**config.mk**
```make
export PLATFORM = sky130hd
export DESIGN_NAME = link_test_pattern_gen
export DESIGN_NICKNAME = d
export VERILOG_FILES = /design/src/rtl/ltpg_pkg.sv /design/src/rtl/ltpg_mode_guard.sv /design/src/rtl/ltpg_prbs_engine.sv /design/src/rtl/ltpg_toggle_engine.sv /design/src/rtl/link_test_pattern_gen.sv
export SDC_FILE = /design/constraint.sdc
export NUM_CORES = 1
export LEC_CHECK = 0
export ABC_AREA = 1
export BUFFER_PORTS_ARGS = -buffer_cell sky130_fd_sc_hd__buf_2
export CORE_ASPECT_RATIO = 0.5
export CORE_MARGIN = 2
export CORE_UTILIZATION = 50
export DETAILED_ROUTE_END_ITERATION = 8
export PLACE_DENSITY = 0.81
export SLEW_MARGIN = 5
export SYNTH_ARGS = -nofsm -noshare
export SYNTH_HDL_FRONTEND = slang
export SYNTH_SLANG_ARGS = --single-unit
```
**constraint.sdc**
```tcl
create_clock -name clk -period 3.4 [get_ports clk]
set_input_delay 0.17 -clock clk [delete_from_list [all_inputs] [get_ports clk]]
set_output_delay 0.17 -clock clk [all_outputs]
set_load 0.005 [all_outputs]
```
**src/rtl/ltpg_pkg.sv**
```systemverilog
package ltpg_pkg;
  typedef enum logic [1:0] {
    MODE_PASS = 2'd0,
    MODE_PRBS = 2'd1,
    MODE_SLOW = 2'd2,
    MODE_FAST = 2'd3
  } tp_mode_e;

  localparam int PRBS_LEN = 7;
endpackage

```
**src/rtl/ltpg_mode_guard.sv**
```systemverilog
module ltpg_mode_guard
  import ltpg_pkg::*;
(
  input  logic       clk,
  input  logic       rst_n,
  input  logic [1:0] req_mode,
  output tp_mode_e   eff_mode
);
  // Set once the fast toggle has been requested; cleared only by a pass request.
  logic fast_seen;
  logic armed;

  always_ff @(posedge clk or negedge rst_n) begin
    if (!rst_n) begin
      fast_seen <= 1'b0;
      armed     <= 1'b0;
    end else begin
      armed <= 1'b1;
      if (req_mode == MODE_FAST)
        fast_seen <= 1'b1;
      else if (req_mode == MODE_PASS)
        fast_seen <= 1'b0;
    end
  end

  always_comb begin
    eff_mode = tp_mode_e'(req_mode);
    if (req_mode == MODE_SLOW && fast_seen)
      eff_mode = MODE_PASS;
  end

  // a slow request right after a fast request is never applied
  a_r6_no_fast_to_slow: assert property (@(posedge clk) disable iff (!rst_n)
    (armed && $past(req_mode) == MODE_FAST && req_mode == MODE_SLOW)
      |-> eff_mode == MODE_PASS);
endmodule

```
**src/rtl/ltpg_prbs_engine.sv**
```systemverilog
module ltpg_prbs_engine
  import ltpg_pkg::*;
#(
  parameter int                    SYM_W = 10,
  parameter logic [PRBS_LEN-1:0]   SEED  = '1
) (
  input  logic             clk,
  input  logic             rst_n,
  input  logic             adv,
  output logic [SYM_W-1:0] sym
);
  logic [PRBS_LEN-1:0] state;
  logic [PRBS_LEN-1:0] state_nxt;

  // Unroll SYM_W steps; bit 0 of the symbol is the earliest bit.
  always_comb begin
    logic [PRBS_LEN-1:0] s;
    logic                b;
    s   = state;
    sym = '0;
    for (int k = 0; k < SYM_W; k++) begin
      b      = s[PRBS_LEN-1] ^ s[PRBS_LEN-2];
      sym[k] = b;
      s      = {s[PRBS_LEN-2:0], b};
    end
    state_nxt = s;
  end

  always_ff @(posedge clk or negedge rst_n) begin
    if (!rst_n)   state <= SEED;
    else if (adv) state <= state_nxt;
  end

  // the register never locks into the all-zero state
  a_r3_prbs_nonzero: assert property (@(posedge clk) disable iff (!rst_n)
    state != '0);
  // no advance without a transfer
  a_r8_prbs_hold: assert property (@(posedge clk) disable iff (!rst_n)
    !adv |=> $stable(state));
endmodule

```
**src/rtl/ltpg_toggle_engine.sv**
```systemverilog
module ltpg_toggle_engine #(
  parameter int SYM_W    = 10,
  parameter int SLOW_RUN = 5
) (
  input  logic             clk,
  input  logic             rst_n,
  input  logic             slow_adv,
  input  logic             fast_adv,
  output logic [SYM_W-1:0] slow_sym,
  output logic [SYM_W-1:0] fast_sym
);
  localparam int SLOW_PER = 2 * SLOW_RUN;
  localparam int PH_W     = $clog2(SLOW_PER);

  logic [PH_W-1:0] slow_ph;
  logic            fast_ph;

  // Bit k of the slow symbol: is (phase+k) in the second half of the period?
  always_comb begin
    for (int k = 0; k < SYM_W; k++) begin
      slow_sym[k] = (((int'(slow_ph) + k) % SLOW_PER) >= SLOW_RUN);
      fast_sym[k] = (((int'(fast_ph) + k) % 2) == 0);
    end
  end

  always_ff @(posedge clk or negedge rst_n) begin
    if (!rst_n) begin
      slow_ph <= '0;
      fast_ph <= 1'b0;
    end else begin
      if (slow_adv) slow_ph <= PH_W'((int'(slow_ph) + SYM_W) % SLOW_PER);
      if (fast_adv) fast_ph <= fast_ph ^ 1'(SYM_W % 2);
    end
  end
endmodule

```
**src/rtl/link_test_pattern_gen.sv**
```systemverilog
module link_test_pattern_gen
  import ltpg_pkg::*;
#(
  parameter int                  NUM_LANES = 3,
  parameter int                  SYM_W     = 10,
  parameter int                  SLOW_RUN  = 5,
  parameter logic [PRBS_LEN-1:0] PRBS_SEED = '1
) (
  input  logic                       clk,
  input  logic                       rst_n,
  input  logic                       pix_clk_present,
  input  logic [1:0]                 mode_sel,
  input  logic                       in_valid,
  output logic                       in_ready,
  input  logic [NUM_LANES*SYM_W-1:0] in_data,
  output logic                       out_valid,
  input  logic                       out_ready,
  output logic [NUM_LANES*SYM_W-1:0] out_data
);
  tp_mode_e         eff_mode;
  logic             xfer;
  logic             pat_on;
  logic [SYM_W-1:0] prbs_sym, slow_sym, fast_sym, pat_sym;
  logic             past_ok;

  assign in_ready  = out_ready;
  assign out_valid = in_valid;
  assign xfer      = in_valid && out_ready;
  assign pat_on    = pix_clk_present && (eff_mode != MODE_PASS);

  ltpg_mode_guard u_guard (
    .clk      (clk),
    .rst_n    (rst_n),
    .req_mode (mode_sel),
    .eff_mode (eff_mode)
  );

  ltpg_prbs_engine #(.SYM_W(SYM_W), .SEED(PRBS_SEED)) u_prbs (
    .clk   (clk),
    .rst_n (rst_n),
    .adv   (xfer && pix_clk_present && eff_mode == MODE_PRBS),
    .sym   (prbs_sym)
  );

  ltpg_toggle_engine #(.SYM_W(SYM_W), .SLOW_RUN(SLOW_RUN)) u_toggle (
    .clk      (clk),
    .rst_n    (rst_n),
    .slow_adv (xfer && pix_clk_present && eff_mode == MODE_SLOW),
    .fast_adv (xfer && pix_clk_present && eff_mode == MODE_FAST),
    .slow_sym (slow_sym),
    .fast_sym (fast_sym)
  );

  always_comb begin
    unique case (eff_mode)
      MODE_PRBS: pat_sym = prbs_sym;
      MODE_SLOW: pat_sym = slow_sym;
      MODE_FAST: pat_sym = fast_sym;
      default:   pat_sym = '0;
    endcase
  end

  for (genvar l = 0; l < NUM_LANES; l++) begin : g_lane
    assign out_data[l*SYM_W +: SYM_W] = pat_on ? pat_sym : in_data[l*SYM_W +: SYM_W];
    if (l > 0) begin : g_eq
      // every lane matches lane 0 while a pattern is sent
      a_r7_lanes_equal: assert property (@(posedge clk) disable iff (!rst_n)
        pat_on |-> out_data[l*SYM_W +: SYM_W] == out_data[SYM_W-1:0]);
    end
  end

  always_ff @(posedge clk or negedge rst_n) begin
    if (!rst_n) past_ok <= 1'b0;
    else        past_ok <= 1'b1;
  end

  // a stalled pattern shows the same symbol on the next cycle
  a_r8_hold_on_stall: assert property (@(posedge clk) disable iff (!rst_n)
    (past_ok && pat_on && $past(pat_on) && $past(eff_mode) == eff_mode && !$past(xfer))
      |-> pat_sym == $past(pat_sym));
endmodule

```
==> Word-level counts from Yosys, hierarchy flattened <==
Index checks and enable logic that the tools add are counted.
{ "totals": {"inputBits": 37, "reg_bits": 12, "wordCells": 65, "output_inout_bits": 32} }
{ "classes": {"div": 11, "bitwise": 10, "eq_ne": 5, "reduce_logical": 9, "n_mux": 7, "add_sub_neg": 10, "n_lt_le_gt_ge": 10} }
{ "ops": {"columns": ["operator", "n"], "rows": [
  ["32-bit by 4-bit >= comparator with 1-bit output (second input constant)", 10],
  ["32-bit by 5-bit remainder unit with 32-bit output (second input constant)", 10],
  ["5-bit by 5-bit remainder unit with 32-bit output (second input constant)", 1],
  ["10-bit two-way mux", 3],
  ["10-bit one-hot mux with 3 select lines", 1],
  ["4-bit by 3-bit adder with 5-bit output (second input constant)", 4],
  ["4-bit by 4-bit adder with 5-bit output (second input constant)", 3],
  ["4-bit by 2-bit adder with 5-bit output (second input constant)", 2],
  ["1-bit XOR", 10],
  ["2-bit equality test (second input constant)", 4],
  ["1-bit logical AND", 6],
  ["4-bit by 1-bit adder with 5-bit output (second input constant)", 1],
  ["2-bit nonzero test", 2],
  ["2-bit by 1-bit equality test with 1-bit output (second input constant)", 1],
  ["2-bit zero test", 1],
  ["1-bit two-way mux", 2],
  ["2-bit two-way mux", 1]
]} }

==> Depth between registers and ports, before layout <==
{ "depth": {"word_depth": 6, "depth_mapped": 23} }

==> Cells and area by module <==
Synthesis repeated with hierarchy kept, for this count alone.
{ "hier_totals": {"cells_unflattened": 615, "hier_area_um2": 3482.1} }
{ "by_module_without_submodules": {"columns": ["module", "instances", "seq_area_each_um2", "area_each_um2", "cells_each"], "rows": [
  ["ltpg_toggle_engine", 1, 75.1, 2369.8, 405],
  ["link_test_pattern_gen", 1, 0.0, 563.0, 129],
  ["ltpg_prbs_engine", 1, 183.9, 466.7, 70],
  ["ltpg_mode_guard", 1, 25.0, 82.6, 11]
]} }

==> Worst setup path after synthesis <==
OpenSTA, ideal clock, no wires.
{ "synth_timing": {"kind": "register to output", "startpoint": "reg u_toggle.slow_ph[1]", "endpoint": "out out_data[17]", "path_buffers": 1, "slack_ns": 0.270, "path_stages_with_launch": 23, "arrival_ns": 2.960, "path_cell_list": "dfrtp_1 -> inv_2 -> buf_2 -> ha_1 -> inv_1 -> ha_1 -> nor2_1 -> nand2_1 -> nand2_1 -> inv_1 -> nand2_1 -> nand2_1 -> inv_2 -> ha_1 -> o21ai_0 -> nand3_1 -> o211ai_1 -> nand2_1 -> nand2_1 -> nand3_1 -> nand2_1 -> nand2_1 -> nand2_1"} }
{ "synth_between": {"elab_chain_cells": 5} }
{ "synth_lines": {"columns": ["element", "line", "rtl"], "rows": [
  ["start, declared", "ltpg_toggle_engine.sv:15", "logic [PH_W-1:0] slow_ph;"],
  ["start signal, assigned", "ltpg_toggle_engine.sv:31", "if (slow_adv) slow_ph <= PH_W'((int'(slow_ph) + SYM_W) % SLOW_PER);"],
  ["4-bit by 3-bit adder with 5-bit output", "ltpg_toggle_engine.sv:21", "slow_sym[k] = (((int'(slow_ph) + k) % SLOW_PER) >= SLOW_RUN);"],
  ["32-bit by 5-bit remainder unit with 32-bit output", "ltpg_toggle_engine.sv:21", null],
  ["32-bit by 4-bit >= comparator with 1-bit output", "ltpg_toggle_engine.sv:21", null],
  ["10-bit one-hot mux with 3 select lines", "link_test_pattern_gen.sv:55", "unique case (eff_mode)"],
  ["10-bit two-way mux", "link_test_pattern_gen.sv:64", "assign out_data[l*SYM_W +: SYM_W] = pat_on ? pat_sym : in_data[l*SYM_W +: SYM_W];"],
  ["end, declared", "link_test_pattern_gen.sv:18", "output logic [NUM_LANES*SYM_W-1:0] out_data"]
]} }
No other way between the ends.

==> Worst setup path after layout <==
{ "layout_timing": {"startpoint": "reg u_toggle.slow_ph[2]", "endpoint": "out out_data[17]"} }
Same word-level chain as after synthesis.

==> impl_metrics.csv <==
group,metric,value,unit
clock_network,cts_buffer_depth,2,
grt,grt_antenna_before_repair,0,
clock_network,clk_pin_slew,0.04,ns
die,die_w,117,um
synthesis,synth_cell_types,43,
die,ios,69,
sta,timing.slew.headroom,49.0,%
sta,finalMaxSlewViolations,0,
critical_path,crit_path_start,"u_toggle.slow_ph[2]",
critical_path,end_kind,"primary output",
synthesis,synth_top_family_by_area,"simple AND/OR/NAND/NOR gates",
synthesis,yosys-top-cells-count,"198 x nand2_1, 66 x inv_1, 53 x ha_1, 34 x o21ai_0, 31 x nor2_1",
critical_path,worstSetupStartpointType,"flip-flop",
layout,nets,718,
synthesis,syn_avg_cell_area,5.86,sq um
drt,vias,3736,
critical_path,slowest_stage,"dfrtp_1",
critical_path,path_class,"reg2out",
status,status,"finished, final reports clean",
critical_path,rr_startpoint,"u_toggle.slow_ph[3]",
sta,finalSetupViolations,0,
synthesis,synthAdderAreaFrac,20.7,%
clock_network,clk_latency,0.24,ns
sta,fin_worst_skew,0.00166,ns
placed_design,dp_hpwl,6840,um
sta,period_minus_slack,3.23,ns
grt,grt_max_degree,31,
drt,vias_per_cell,5.23,
critical_path,r2r_slack,0.56,ns
drt,routed_wl,9050,um
die,initial_core_util,52.4,%
synthesis,ys_ff_latch,11,
drt,first_pass_iters,5,
die,die_area,7120,sq um
critical_path,arrival,3.06,ns
critical_path,crit_path_frequent_cell,"nand2_1",
critical_path,rr_worst_depth,10,
synthesis,synth_most_common_cell,"nand2_1",
hold_path,hp-class,"in2async",
critical_path,crit_end,"out_data[17]",
synthesis,synth_fp_nets,638,
critical_path,critical_path.max_fanout,6,
clock_network,cts_htree_levels,1,
critical_path,r2r-end,"u_toggle.slow_ph[2]",
synthesis,ys_warn_count,0,
synthesis,synth-compound-area-share,16.1,%
synthesis,synth_top_cell_by_area,"nand2_1",
grt,grt_pass1_vias,3200,
critical_path,worstPathCellList,"inv_2 -> ha_1 -> inv_1 -> ha_4 -> clkinvlp_4 -> ha_1 -> inv_1 -> ha_1 -> inv_1 -> nand2_1 -> nand2_1 -> inv_1 -> a21oi_1 -> a21oi_1 -> nand2_1 -> nand3_1 -> nand2_1 -> nand2_1 -> nand2_1 -> buf_2",
die,rows,20,
placed_design,gp_congestion,0.940,
synthesis,synth_cells,548,
layout,n_antenna_cell,0,
critical_path,required,3.23,ns
grt,grt_pass1_wl,14300,um
drt,drtIter0Drc,180,
synthesis,synth_edf_count,0,
sta,setup_ws,0.172,ns
synthesis,synthXorXnorAreaFrac,4.87,%
run,drv_cap,0,
clock_network,cts_tree,"built",
sta,finalHoldViolations,0,
grt,overflow,0,
placed_design,io_buffers,68,
synthesis,synth_ff_type,"dfstp_2",
clock_network,cts_made_buffers,3,
critical_path,crit_family,"adder cells",
synthesis,synthDominantCellAreaShare,23.1,%
critical_path,critPathMaxStageDelay,0.42,ns
clock_network,cts.sinks,11,
sta,post-route-period-util,94.9,%
synthesis,ys_top_cells_by_area,"nand2_1 23%, ha_1 21%, inv_1 7.7%",
critical_path,critPathBufInv,7,
critical_path,cp.depth,20,
placed_design,detailedPlace.worstSlack,0.132,ns
placed_design,post_dp_cell_area,3650,sq um
layout,drive_above_1_share,24.9,%
layout,area_growth,23.3,%
clock_network,cts_root_buf,"clkbuf_16",
drt,drc,0,
synthesis,syn-cell-area,3210,sq um
synthesis,async_reset_ff_share,100,%
layout,fin_area,3960,sq um
die,core,6130,sq um
synthesis,muxShareOfSynthArea,0.351,%
sta,max_freq,0.310,GHz
die,die_h,60.7,um
synthesis,synthSimpleGateAreaFrac,36.8,%
drt,wl_per_cell,12.7,um
grt,grt_usage,24.2,%
sta,worstMarginPinSlew,0.764,ns
drt,ant_nets,0,
synthesis,ys_seq_area_share,8.85,%
-- per-stage QoR --
step                std cells  hold slack, ns  TNS, ns  util, %
floorplan                 548          -0.126        0        -
global placement          698          0.0612        0     59.6
detailed placement        698          0.0592        0     59.6
CTS                       703           0.344        0     61.0
global route              715           0.373   -0.158     64.6
finish                    715           0.345        0     64.6
-- sequential cells by signal (all words and copies together) (netlist names) --
name               cells
u_toggle.slow_ph       3
u_prbs.state           7
u_guard.fast_seen      1
-- cells in the final DEF (no fill, tap or decap), drive strengths merged, types with 2 or more instances in the layout --
master / instances
nand3b: 4
o211ai: 3
a21oi: 25
xnor2: 7
nor3: 4
ha: 53
o31ai: 3
o221ai: 2
buf: 92
nor2: 31
o21bai: 3
inv: 75
clkbuf: 4
nand2: 206
dfstp: 7
xor2: 10
a31oi: 2
nand3: 32
a211oi: 2
clkinv: 2
nand4: 5
dfrtp: 4
o21ai: 42
-- cell families after synthesis --
kind of cell / count (synthesis)
mux: 1
simple gates: 283
xor+xnor: 17
buf+inv: 96
compound gates: 87
flops: 11
fa+ha+maj: 53
-- how the worst min path moves through the flow --
stage	start	to	slack [ns]
CTS	rst_n	u_toggle.slow_ph[2]	0.34
global route	rst_n	u_toggle.slow_ph[2]	0.37
floorplan	rst_n	u_guard.fast_seen	-0.13
detailed placement	rst_n	u_guard.fast_seen	0.06
global placement	rst_n	u_toggle.slow_ph[2]	0.06
finish	rst_n	u_toggle.slow_ph[2]	0.34
-- per-layer routing --
| metal | global-route usage [%] | up-vias | wire length, um | part of all wire [%] |
|---|---|---|---|---|
| met5 | 0 | - | 0 | 0 |
| met4 | 4.82 | 0 | 138 | 1.5 |
| met3 | 2.54 | 14 | 528 | 5.8 |
| met2 | 44.7 | 143 | 4270 | 47 |
| met1 | 32.0 | 1670 | 4110 | 45 |
| li1 | - | 1909 | - | - |
-- repair_timing --
action,4_1_cts,5_1_grt
pin swaps,0,4
buffers inserted,0,12
hold buffers,1,0
resized for setup,1,38
cloned,0,0
setup endpoints to repair,3,18
endpoints found under the hold margin,4,0
-- area by class of cell --
type,instances,area (sq um)
Clock buffer,4,78.8
Fill cell,544,2170
Inverter,78,304
Multi-Input combinational cell,441,2620
Sequential cell,11,287
Tap cell,88,110
Timing Repair Buffer,93,562
Power is not shown: default switching activity piles up to over one toggle a cycle in this logic, so the estimate is an artifact.
